--- src/rtl/cmm_pkg.sv ---
`timescale 1ns/1ps
package cmm_pkg;
  typedef enum logic {ST_IDLE, ST_RUN} cmm_state_e;

  // quotient that clears the two low bits of t + q*n for odd n
  // (n mod 4 is its own inverse mod 4, so q = -t*n mod 4)
  function automatic logic [1:0] pick_q(logic [1:0] t_lo, logic [1:0] n_lo);
    logic [3:0] pr;
    pr = {2'b00, t_lo} * {2'b00, n_lo};
    return 2'b00 - pr[1:0];
  endfunction
endpackage

--- src/rtl/cmm_qsel.sv ---
`timescale 1ns/1ps
module cmm_qsel #(
  parameter int K = 32
) (
  input  logic [1:0]   t_lo,
  input  logic [K-1:0] n_v,
  input  logic [K+1:0] n2_v,
  input  logic [K+1:0] n3_v,
  output logic [K+1:0] pp
);
  import cmm_pkg::*;
  logic [1:0] q;

  assign q = pick_q(t_lo, n_v[1:0]);

  always_comb begin
    case (q)
      2'd0:    pp = '0;
      2'd1:    pp = {2'b00, n_v};
      2'd2:    pp = n2_v;
      default: pp = n3_v;
    endcase
  end
endmodule

--- src/rtl/cmm_reduce.sv ---
`timescale 1ns/1ps
module cmm_reduce #(
  parameter int W  = 16,
  parameter int NW = 2,
  localparam int K = W * NW
) (
  input  logic [K-1:0] t_cur,
  input  logic [K+1:0] pp,
  output logic [K-1:0] t_nxt,
  output logic [1:0]   sum_lo
);
  logic         cy [NW+1];
  logic [W-1:0] sw [NW];

  assign cy[0] = 1'b0;

  for (genvar j = 0; j < NW; j++) begin : g_word
    logic [1:0] early;
    // word adder with carry-in from the word below
    assign {cy[j+1], sw[j]} = {1'b0, t_cur[j*W +: W]} + {1'b0, pp[j*W +: W]}
                            + {{W{1'b0}}, cy[j]};
    // two bits that move into the top of this word after the shift,
    // formed by a 2-bit add instead of waiting for the upper word's sum
    if (j < NW-1) begin : g_mid
      assign early = t_cur[(j+1)*W +: 2] + pp[(j+1)*W +: 2] + {1'b0, cy[j+1]};
    end else begin : g_top
      assign early = pp[K +: 2] + {1'b0, cy[j+1]};
    end
    assign t_nxt[j*W +: W] = {early, sw[j][W-1:2]};
  end

  assign sum_lo = sw[0][1:0];
endmodule

--- src/rtl/cmm_accum.sv ---
`timescale 1ns/1ps
module cmm_accum #(
  parameter int W   = 16,
  parameter int XNW = 3,
  parameter int K   = 32,
  localparam int XWP = W * XNW
) (
  input  logic [XWP-1:0] acc,
  input  logic [K-1:0]   tv,
  input  logic [1:0]     dig,
  output logic [XWP-1:0] acc_nxt
);
  logic [XWP-2:0] te;
  logic [XWP-1:0] tf, t2, opa, opb, sv, cs;
  logic [XWP-2:0] cv;
  logic           co [XNW];

  assign te    = {{(XWP-1-K){1'b0}}, tv};
  assign tf    = {1'b0, te};
  assign co[0] = 1'b0;

  always_comb begin
    case (dig)
      2'd0:    begin opa = '0; opb = '0; end
      2'd1:    begin opa = '0; opb = tf; end
      2'd2:    begin opa = tf; opb = tf; end
      default: begin opa = tf; opb = t2; end
    endcase
  end

  assign sv = acc ^ opa ^ opb;

  for (genvar j = 0; j < XNW; j++) begin : g_word
    // doubled T and the shifted carry both pull one bit from the word below
    if (j == 0) begin : g_lo
      assign t2[W-1:0] = {te[W-2:0], 1'b0};
      assign cs[W-1:0] = {cv[W-2:0], 1'b0};
    end else begin : g_up
      assign t2[j*W +: W] = {te[j*W +: W-1], te[j*W-1]};
      assign cs[j*W +: W] = {cv[j*W +: W-1], cv[j*W-1]};
    end

    if (j < XNW-1) begin : g_body
      assign cv[j*W +: W] = (acc[j*W +: W] & opa[j*W +: W])
                          | (acc[j*W +: W] & opb[j*W +: W])
                          | (opa[j*W +: W] & opb[j*W +: W]);
      assign {co[j+1], acc_nxt[j*W +: W]} = {1'b0, sv[j*W +: W]} + {1'b0, cs[j*W +: W]}
                                          + {{W{1'b0}}, co[j]};
    end else begin : g_last
      assign cv[j*W +: W-1] = (acc[j*W +: W-1] & opa[j*W +: W-1])
                            | (acc[j*W +: W-1] & opb[j*W +: W-1])
                            | (opa[j*W +: W-1] & opb[j*W +: W-1]);
      assign acc_nxt[j*W +: W] = sv[j*W +: W] + cs[j*W +: W] + {{(W-1){1'b0}}, co[j]};
    end
  end
endmodule

--- src/rtl/cmm_r4_top.sv ---
`timescale 1ns/1ps
module cmm_r4_top #(
  parameter int W  = 16,
  parameter int NW = 2,
  localparam int K  = W * NW,
  localparam int H  = K / 2,
  localparam int XO = ((K + $clog2(3 * H) + 1 + W - 1) / W) * W
) (
  input  logic          clk,
  input  logic          rst,
  input  logic          start,
  input  logic [K-1:0]  p_in,
  input  logic [K-1:0]  r_in,
  input  logic [K-1:0]  n_in,
  input  logic [K+1:0]  n2_in,
  input  logic [K+1:0]  n3_in,
  output logic          done,
  output logic [XO-1:0] x_out,
  output logic [XO-1:0] y_out
);
  import cmm_pkg::*;

  localparam int XNW = XO / W;
  localparam int CW  = $clog2(H + 1);

  cmm_state_e    st_q;
  logic          busy;
  logic [CW-1:0] cnt_q;
  logic [K-1:0]  t_q, n_q, rd_q, pd_q;
  logic [K+1:0]  n2_q, n3_q;
  logic [XO-1:0] xa_q, ya_q, xa_n, ya_n;
  logic          done_q;
  logic [K+1:0]  pp;
  logic [K-1:0]  t_nxt;
  logic [1:0]    red_lo;

  assign busy  = (st_q == ST_RUN);
  assign done  = done_q;
  assign x_out = xa_q;
  assign y_out = ya_q;

  cmm_qsel #(.K(K)) u_qsel (
    .t_lo (t_q[1:0]),
    .n_v  (n_q),
    .n2_v (n2_q),
    .n3_v (n3_q),
    .pp   (pp)
  );

  cmm_reduce #(.W(W), .NW(NW)) u_red (
    .t_cur  (t_q),
    .pp     (pp),
    .t_nxt  (t_nxt),
    .sum_lo (red_lo)
  );

  cmm_accum #(.W(W), .XNW(XNW), .K(K)) u_acc_x (
    .acc     (xa_q),
    .tv      (t_q),
    .dig     (rd_q[K-1:K-2]),
    .acc_nxt (xa_n)
  );

  cmm_accum #(.W(W), .XNW(XNW), .K(K)) u_acc_y (
    .acc     (ya_q),
    .tv      (t_q),
    .dig     (pd_q[K-1:K-2]),
    .acc_nxt (ya_n)
  );

  always_ff @(posedge clk) begin
    if (rst) begin
      st_q   <= ST_IDLE;
      cnt_q  <= '0;
      t_q    <= '0;
      n_q    <= '0;
      n2_q   <= '0;
      n3_q   <= '0;
      rd_q   <= '0;
      pd_q   <= '0;
      xa_q   <= '0;
      ya_q   <= '0;
      done_q <= 1'b0;
    end else begin
      done_q <= 1'b0;
      case (st_q)
        ST_IDLE: begin
          if (start) begin
            t_q   <= p_in;
            pd_q  <= p_in;
            rd_q  <= r_in;
            n_q   <= n_in;
            n2_q  <= n2_in;
            n3_q  <= n3_in;
            xa_q  <= '0;
            ya_q  <= '0;
            cnt_q <= '0;
            st_q  <= ST_RUN;
          end
        end
        default: begin
          // reduction leads; accumulation trails by one step
          if (cnt_q != CW'(H)) t_q <= t_nxt;
          if (cnt_q != '0) begin
            xa_q <= xa_n;
            ya_q <= ya_n;
            rd_q <= {rd_q[K-3:0], 2'b00};
            pd_q <= {pd_q[K-3:0], 2'b00};
          end
          if (cnt_q == CW'(H)) begin
            st_q   <= ST_IDLE;
            done_q <= 1'b1;
          end else begin
            cnt_q <= cnt_q + 1'b1;
          end
        end
      endcase
    end
  end
endmodule

--- config.mk ---
export PLATFORM = sky130hd
export DESIGN_NAME = cmm_r4_top
export DESIGN_NICKNAME = d
export VERILOG_FILES = /design/src/rtl/cmm_pkg.sv /design/src/rtl/cmm_qsel.sv /design/src/rtl/cmm_reduce.sv /design/src/rtl/cmm_accum.sv /design/src/rtl/cmm_r4_top.sv
export SDC_FILE = /design/constraint.sdc
export NUM_CORES = 1
export LEC_CHECK = 0
export BUFFER_PORTS_ARGS = -buffer_cell sky130_fd_sc_hd__buf_2
export CAP_MARGIN = 20
export CORE_ASPECT_RATIO = 1.2
export CORE_MARGIN = 3
export CORE_UTILIZATION = 40
export DETAILED_ROUTE_END_ITERATION = 12
export HOLD_SLACK_MARGIN = 0.05
export PLACE_DENSITY = 0.59
export SLEW_MARGIN = 20
export SYNTH_ARGS = -nofsm -noshare
export SYNTH_HDL_FRONTEND = slang
export SYNTH_SLANG_ARGS = --single-unit
--- constraint.sdc ---
create_clock -name clk -period 8.8 [get_ports clk]
set_input_delay 0 -clock clk [delete_from_list [all_inputs] [get_ports clk]]
set_output_delay 0 -clock clk [all_outputs]
set_load 0.01 [all_outputs]
==> results.cfg, run 1 <==
[outcome]
outcome = completed

[route]
drc_errors = 0
drtIter0Drc = 1009
ant_nets = 0
wire_per_inst_um = 17.2
wirelength_um = 58700
viasPerCell = 5.25
dr_total_vias = 17900
dr.pass1.iters = 5

[setup_path]
reg2regPathDepth = 31
path_class = reg2reg
startpoint = rd_q[30]
slowest_delay_ns = 0.50
startpoint_type = register
cp.arrival_ns = 8.10
worstPathRequired_ns = 9.19
crit_fanout = 24
slowest_stage = fa_1
timing.rr.start = rd_q[30]
cp-end-kind = register
reg2reg_to = x_out[40]
reg2reg_slack_ns = 1.10
critPathMostFrequentCell = fa_1
endpoint = x_out[40]

[floorplanning]
dieArea_um2 = 49200
rows = 86
boundaryPins = 264
core_um2 = 45900
die_h_um = 242
die_x_um = 203
initial_core_util = 0.405

[timing]
finalCriticalPeriod_ns = 7.70
rsz0062_at_grt = no
worst_pin_slew_ns = 1.01
fin_skew_ns = 0.0161
fin_ws_ns = 1.10
max_freq_ghz = 0.130
finalHoldViolations = 0
finalHoldWorstSlack_ns = 0.241
finalCritPeriodShare = 0.876
setup_viol = 0
drv_slew = 0
max-slew-margin-rel = 0.325
setup_tns_ns = 0

[cells_and_area]
area_delta_synth_final_pct = 27.8
antenna_cells = 0
drive_gt1_frac = 0.135
layout.nets = 3117
fillCellCount = 4370

[power_and_ir_drop]
power_uw = 3670
p_sw_frac = 0.287
p_per_area_nw_per_um2 = 154
power_switching_uw = 1050
ir_drop_mv = 0.127
clock_power_share = 0.422
p_leak_uw = 0.0103
internal-power_uw = 2610
p_seq_frac = 0.407
combPwrFrac = 0.171

[cts]
clock_sinks = 299
tritoncts = built
clkLatencyLatePin_ns = 0.55
htreeDepth = 2
cts_resized = 0
clkTransAtPathRegs_ns = 0.06
numCtsBuffers = 36
clock-root-buffer = clkbuf_16
cts_buffer_depth = 3

[synthesis]
netlist.top_cell.by_area = dfxtp_1
synthDistinctLibCells = 74
synth-edff-count = 0
synth_fp_nets = 2719
yosys-top-cells-area = dfxtp_1, nand2_1, fa_1
ys_seq_elements = 299
synth_top_area_share = 0.321
synthArstFlopShare = 0
yosysWarnings = 0
synth_top_flop_cell = dfxtp_1
postSynthCellCount = 2373
synth_area_um2 = 18600
seq_area_frac_synth = 0.321
avgSynthCellArea_um2 = 7.85

[placement]
place.port_buffers = 263
dp_hpwl_um = 40600
pre_cts_slack_ns = 1.13
gp_congestion = 0.870

[global_route]
grt_max_degree = 94
grt_util_all_layers = 0.234
antenna_found_initial = 0
grt_pass1_vias = 17600
grt_pass1_wl_um = 94500
grt-ovfl-total = 0

[worst_hold_path]
hold_class = in2reg

[flow_run]
drv_cap = 0
layout by cell type (no fill, tap or decap), types with 9 or more instances in the layout:
cell type,synthesis,routed
a22oi_1,61,61
dfxtp_1,299,298
a21oi_1,289,288
a22o_1,22,22
fa_1,76,76
nand2b_1,14,12
and2_1,42,42
nand2_1,500,500
xnor2_1,56,56
a211oi_1,28,28
nor2b_1,19,17
nand3_1,58,58
nor2_1,131,130
xor2_1,31,30
buf_4,2,23
mux2i_1,44,44
nor3_1,22,22
ha_1,103,101
a21o_1,22,22
a31oi_1,16,16
or3_1,15,15
buf_2,6,262
nand4_1,11,11
inv_1,121,121
clkbuf_16,0,36
o21ai_0,137,137
o21a_1,15,15
clkbuf_8,0,9
dlygate4sd3_1,0,217
sequential cells by signal, indices dropped and copies added, names as in the netlist:
signal / count
t_q: 32
y_out: 48
busy: 1
pd_q: 32
done: 1
n3_q: 34
cnt_q: 5
n_q: 32
n2_q: 34
rd_q: 32
x_out: 48
per-layer routing:
layer	share of wire	vias to the layer above	GRT usage	wire, um
met4	0.022	0	0.0565	1300
met2	0.48	474	0.401	28300
met1	0.44	8466	0.310	25800
met3	0.056	82	0.0360	3280
li1	-	8910	-	-
met5	0	-	0	0
cells in the mapped netlist (28+ instances only):
| library cell | count |
|---|---|
| mux2i_1 | 44 |
| a21oi_1 | 289 |
| o21ai_0 | 137 |
| xor2_1 | 31 |
| a22oi_1 | 61 |
| dfxtp_1 | 299 |
| a211oi_1 | 28 |
| nor2_1 | 131 |
| xnor2_1 | 56 |
| fa_1 | 76 |
| nand2_1 | 500 |
| nand3_1 | 58 |
| and2_1 | 42 |
| clkbuf_1 | 126 |
| inv_1 | 121 |
| ha_1 | 103 |
worst min-delay path by stage:
stage                         start        to  slack, ns  cells after the start
final                     n2_in[18]  n2_q[18]       0.24                      4
after global placement    n3_in[14]  n3_q[14]       0.24                      3
after detailed placement  n3_in[14]  n3_q[14]       0.25                      3
after CTS                 n3_in[14]  n3_q[14]       0.20                      4
after global routing       n3_in[1]   n3_q[1]       0.24                      4
after floorplan           n3_in[10]  n3_q[10]       0.14                      2
critical path, delay by kind of cell (launching register included):
family                     cells  cell delay [ns]
adders and majority gates      7             2.63
and+or+nand+nor                7             0.78
DFF                            1             0.39
buffers and inverters          3             0.47
AOI/OAI and AO/OA             13             3.14
xor gates and xnor gates       1             0.13
power by group through the flow:
stage | clock network (uW) | registers [uW] | logic [uW]
3_5_place_dp | 0 | 1520 | 547
5_1_grt | 1640 | 1500 | 702
4_1_cts | 1590 | 1490 | 625
2_1_floorplan | 0 | 1490 | 390
6_report | 1550 | 1490 | 627
3_3_place_gp | 0 | 1520 | 534
stage by stage:
stage               cells  utilization  instance area (um2)
global placement     3132        0.444                20400
detailed placement   3132        0.444                20400
finish               3414        0.518                23800
floorplan            2373            -                18600
CTS                  3414        0.518                23800
global route         3414        0.518                23800
area by class of cell:
class	instances	area, um2	area share
multi-input combinational	1810	11700	0.491
clock inverter	12	166	0.00699
clock buffer	53	1050	0.0443
sequential	299	5990	0.252
timing repair buffer	503	3670	0.154
inverter	121	454	0.0191
tap	616	771	0.0324
timing repair:
action,CTS,global route
hold buffers,217,0
endpoints found under the setup margin,0,0
setup buffers,0,0
hold endpoints to repair,227,0
kinds of logic (layout without fill, tap and decap cells):
kind of cell | Yosys count | in the layout | share of synthesized area
compound gates | 656 | 656 | 0.213
buf+inv | 264 | 689 | 0.0541
mux | 45 | 45 | 0.0243
flops | 299 | 299 | 0.321
simple gates | 842 | 842 | 0.195
fa+ha+maj | 180 | 180 | 0.151
xor+xnor | 87 | 87 | 0.0409
(Power assumes the default switching activity.)
==> run 2: changes to the inputs <==
CORE_UTILIZATION = 45   (was 40)
PLACE_DENSITY = 0.65   (was 0.59)
==> results.cfg, run 2 (same netlist as run 1, synthesis figures left out) <==
[power_and_ir_drop]
p_leak_uw = 0.0102
clock_power_share = 0.410
internal-power_uw = 2550
p_per_area_nw_per_um2 = 152
p_seq_frac = 0.420
combPwrFrac = 0.171
power_switching_uw = 995
p_sw_frac = 0.280
ir_drop_mv = 0.138

[route]
viasPerCell = 5.40
ant_nets = 0
drtIter0Drc = 993
dr_total_vias = 17900
wire_per_inst_um = 16.7
dr.pass1.iters = 5
drc_errors = 0
wirelength_um = 55400

[setup_path]
timing.rr.start = rd_q[30]
slowest_stage = ha_1
cp-end-kind = register
cp.arrival_ns = 8.09
reg2reg_slack_ns = 1.07
worstPathRequired_ns = 9.16
critPathMostFrequentCell = fa_1
crit_fanout = 20
reg2reg_to = x_out[40]
reg2regPathDepth = 30
slowest_delay_ns = 0.70
path_class = reg2reg
endpoint = x_out[40]
startpoint = rd_q[30]
startpoint_type = register

[placement]
gp_congestion = 0.954
dp_hpwl_um = 37200
post-place-cells = 3053
place.port_buffers = 263

[global_route]
grt_pass1_vias = 17600
met1_usage = 0.326
antenna_found_initial = 2
grt_pass1_wl_um = 90300
grtUsageMet3 = 0.0408
grt_util_all_layers = 0.250
grt_max_degree = 106
grt-ovfl-total = 0
top_usage_layer = met2
met2_usage = 0.421

[cts]
numCtsBuffers = 34
clock_sinks = 299
cts_buffer_depth = 3
clock-root-buffer = clkbuf_16
postCtsSetupBuffers = 0
clkLatencyLatePin_ns = 0.53
tritoncts = built
clkTransAtPathRegs_ns = 0.06
htreeDepth = 2

[floorplanning]
die_x_um = 192
core_um2 = 40800
initial_core_util = 0.456
dieArea_um2 = 43900
die_h_um = 229
rows = 81
boundaryPins = 264

[timing]
finalHoldViolations = 0
worst_pin_slew_ns = 1.11
max_freq_ghz = 0.129
fin_skew_ns = 0.0265
finalCritPeriodShare = 0.879
setup_tns_ns = 0
finalCriticalPeriod_ns = 7.73
rsz0062_at_grt = no
drv_slew = 0
max-slew-margin-rel = 0.261
setup_viol = 0

[cells_and_area]
final_cell_mix = nand2_1, dfxtp_1, a21oi_1
final_core_util = 0.573
drive_gt1_frac = 0.134
area_delta_synth_final_pct = 25.7
final_cells = 3312
final_common_cell = nand2_1
layout.nets = 3093

[worst_hold_path]
hold_class = in2reg
hold_depth = 4

[outcome]
outcome = completed

[flow_run]
drv_cap = 0
[run 2: cell types whose count changed in the layout (fill, tap and decap cells not counted), sizes merged]
cell         before  now
diode             0    2
clkinv            6    4
dlygate4sd3     217  197
clkinvlp          2    1
buf             286  284
bufinv            3    2
clkbuf           53   52
[run 2: layer usage]
metal / part of all wire / routed length (um)
met5: 0 / 0
met4: 0.033 / 1830
met3: 0.059 / 3270
met2: 0.47 / 26000
met1: 0.44 / 24300
[run 2: power by group through the flow]
| stage | Sequential, uW | Clock (uW) | Combinational, uW |
|---|---|---|---|
| 2_1_floorplan | 1490 | 0 | 390 |
| 3_3_place_gp | 1510 | 0 | 514 |
| 3_5_place_dp | 1520 | 0 | 527 |
| 4_1_cts | 1490 | 1480 | 597 |
| 5_1_grt | 1500 | 1530 | 680 |
| 6_report | 1490 | 1450 | 605 |
[run 2: layout make-up]
cell class	instances	area (um2)
clock buffer	52	1040
multi-input combinational	1810	11700
timing repair buffer	481	3450
clock inverter	8	96.3
tap	539	674
fill	3592	17400
sequential	299	5990
inverter	121	454
antenna	2	5.00
[run 2: repair_timing]
item,in CTS,in global routing
hold buffers,197,0
endpoints found under the hold margin,224,0
resized for setup,0,0
[run 2: worst min-delay path by stage]
stage / start / slack [ns] / to
4_1_cts: n_in[18] / 0.23 / n_q[18]
3_5_place_dp: n2_in[10] / 0.25 / n2_q[10]
3_3_place_gp: n3_in[27] / 0.24 / n3_q[27]
2_1_floorplan: n3_in[10] / 0.14 / n3_q[10]
5_1_grt: n3_in[19] / 0.26 / n3_q[19]
6_report: n3_in[31] / 0.26 / n3_q[31]
[run 2: stage by stage]
stage               setup WS (ns)  hold WS, ns  instance area (um2)  power, uW
global route                0.424        0.262                23400       3710
floorplan                    2.18        0.136                18600       1880
finish                       1.07        0.262                23400       3550
CTS                          1.07        0.227                23400       3570
detailed placement           1.09        0.245                20300       2040
global placement             1.27        0.241                20300       2030
[run 2: critical path: cells and delay by family, from the launching register on]
| kind | cells | cell delay (ns) |
|---|---|---|
| buffers and inverters | 2 | 0.12 |
| adder cells (fa/ha/maj) | 7 | 3.04 |
| XOR/XNOR | 1 | 0.15 |
| AO/OA/AOI/OAI | 13 | 3.08 |
| flip-flops | 1 | 0.38 |
| AND/OR/NAND/NOR | 7 | 0.79 |
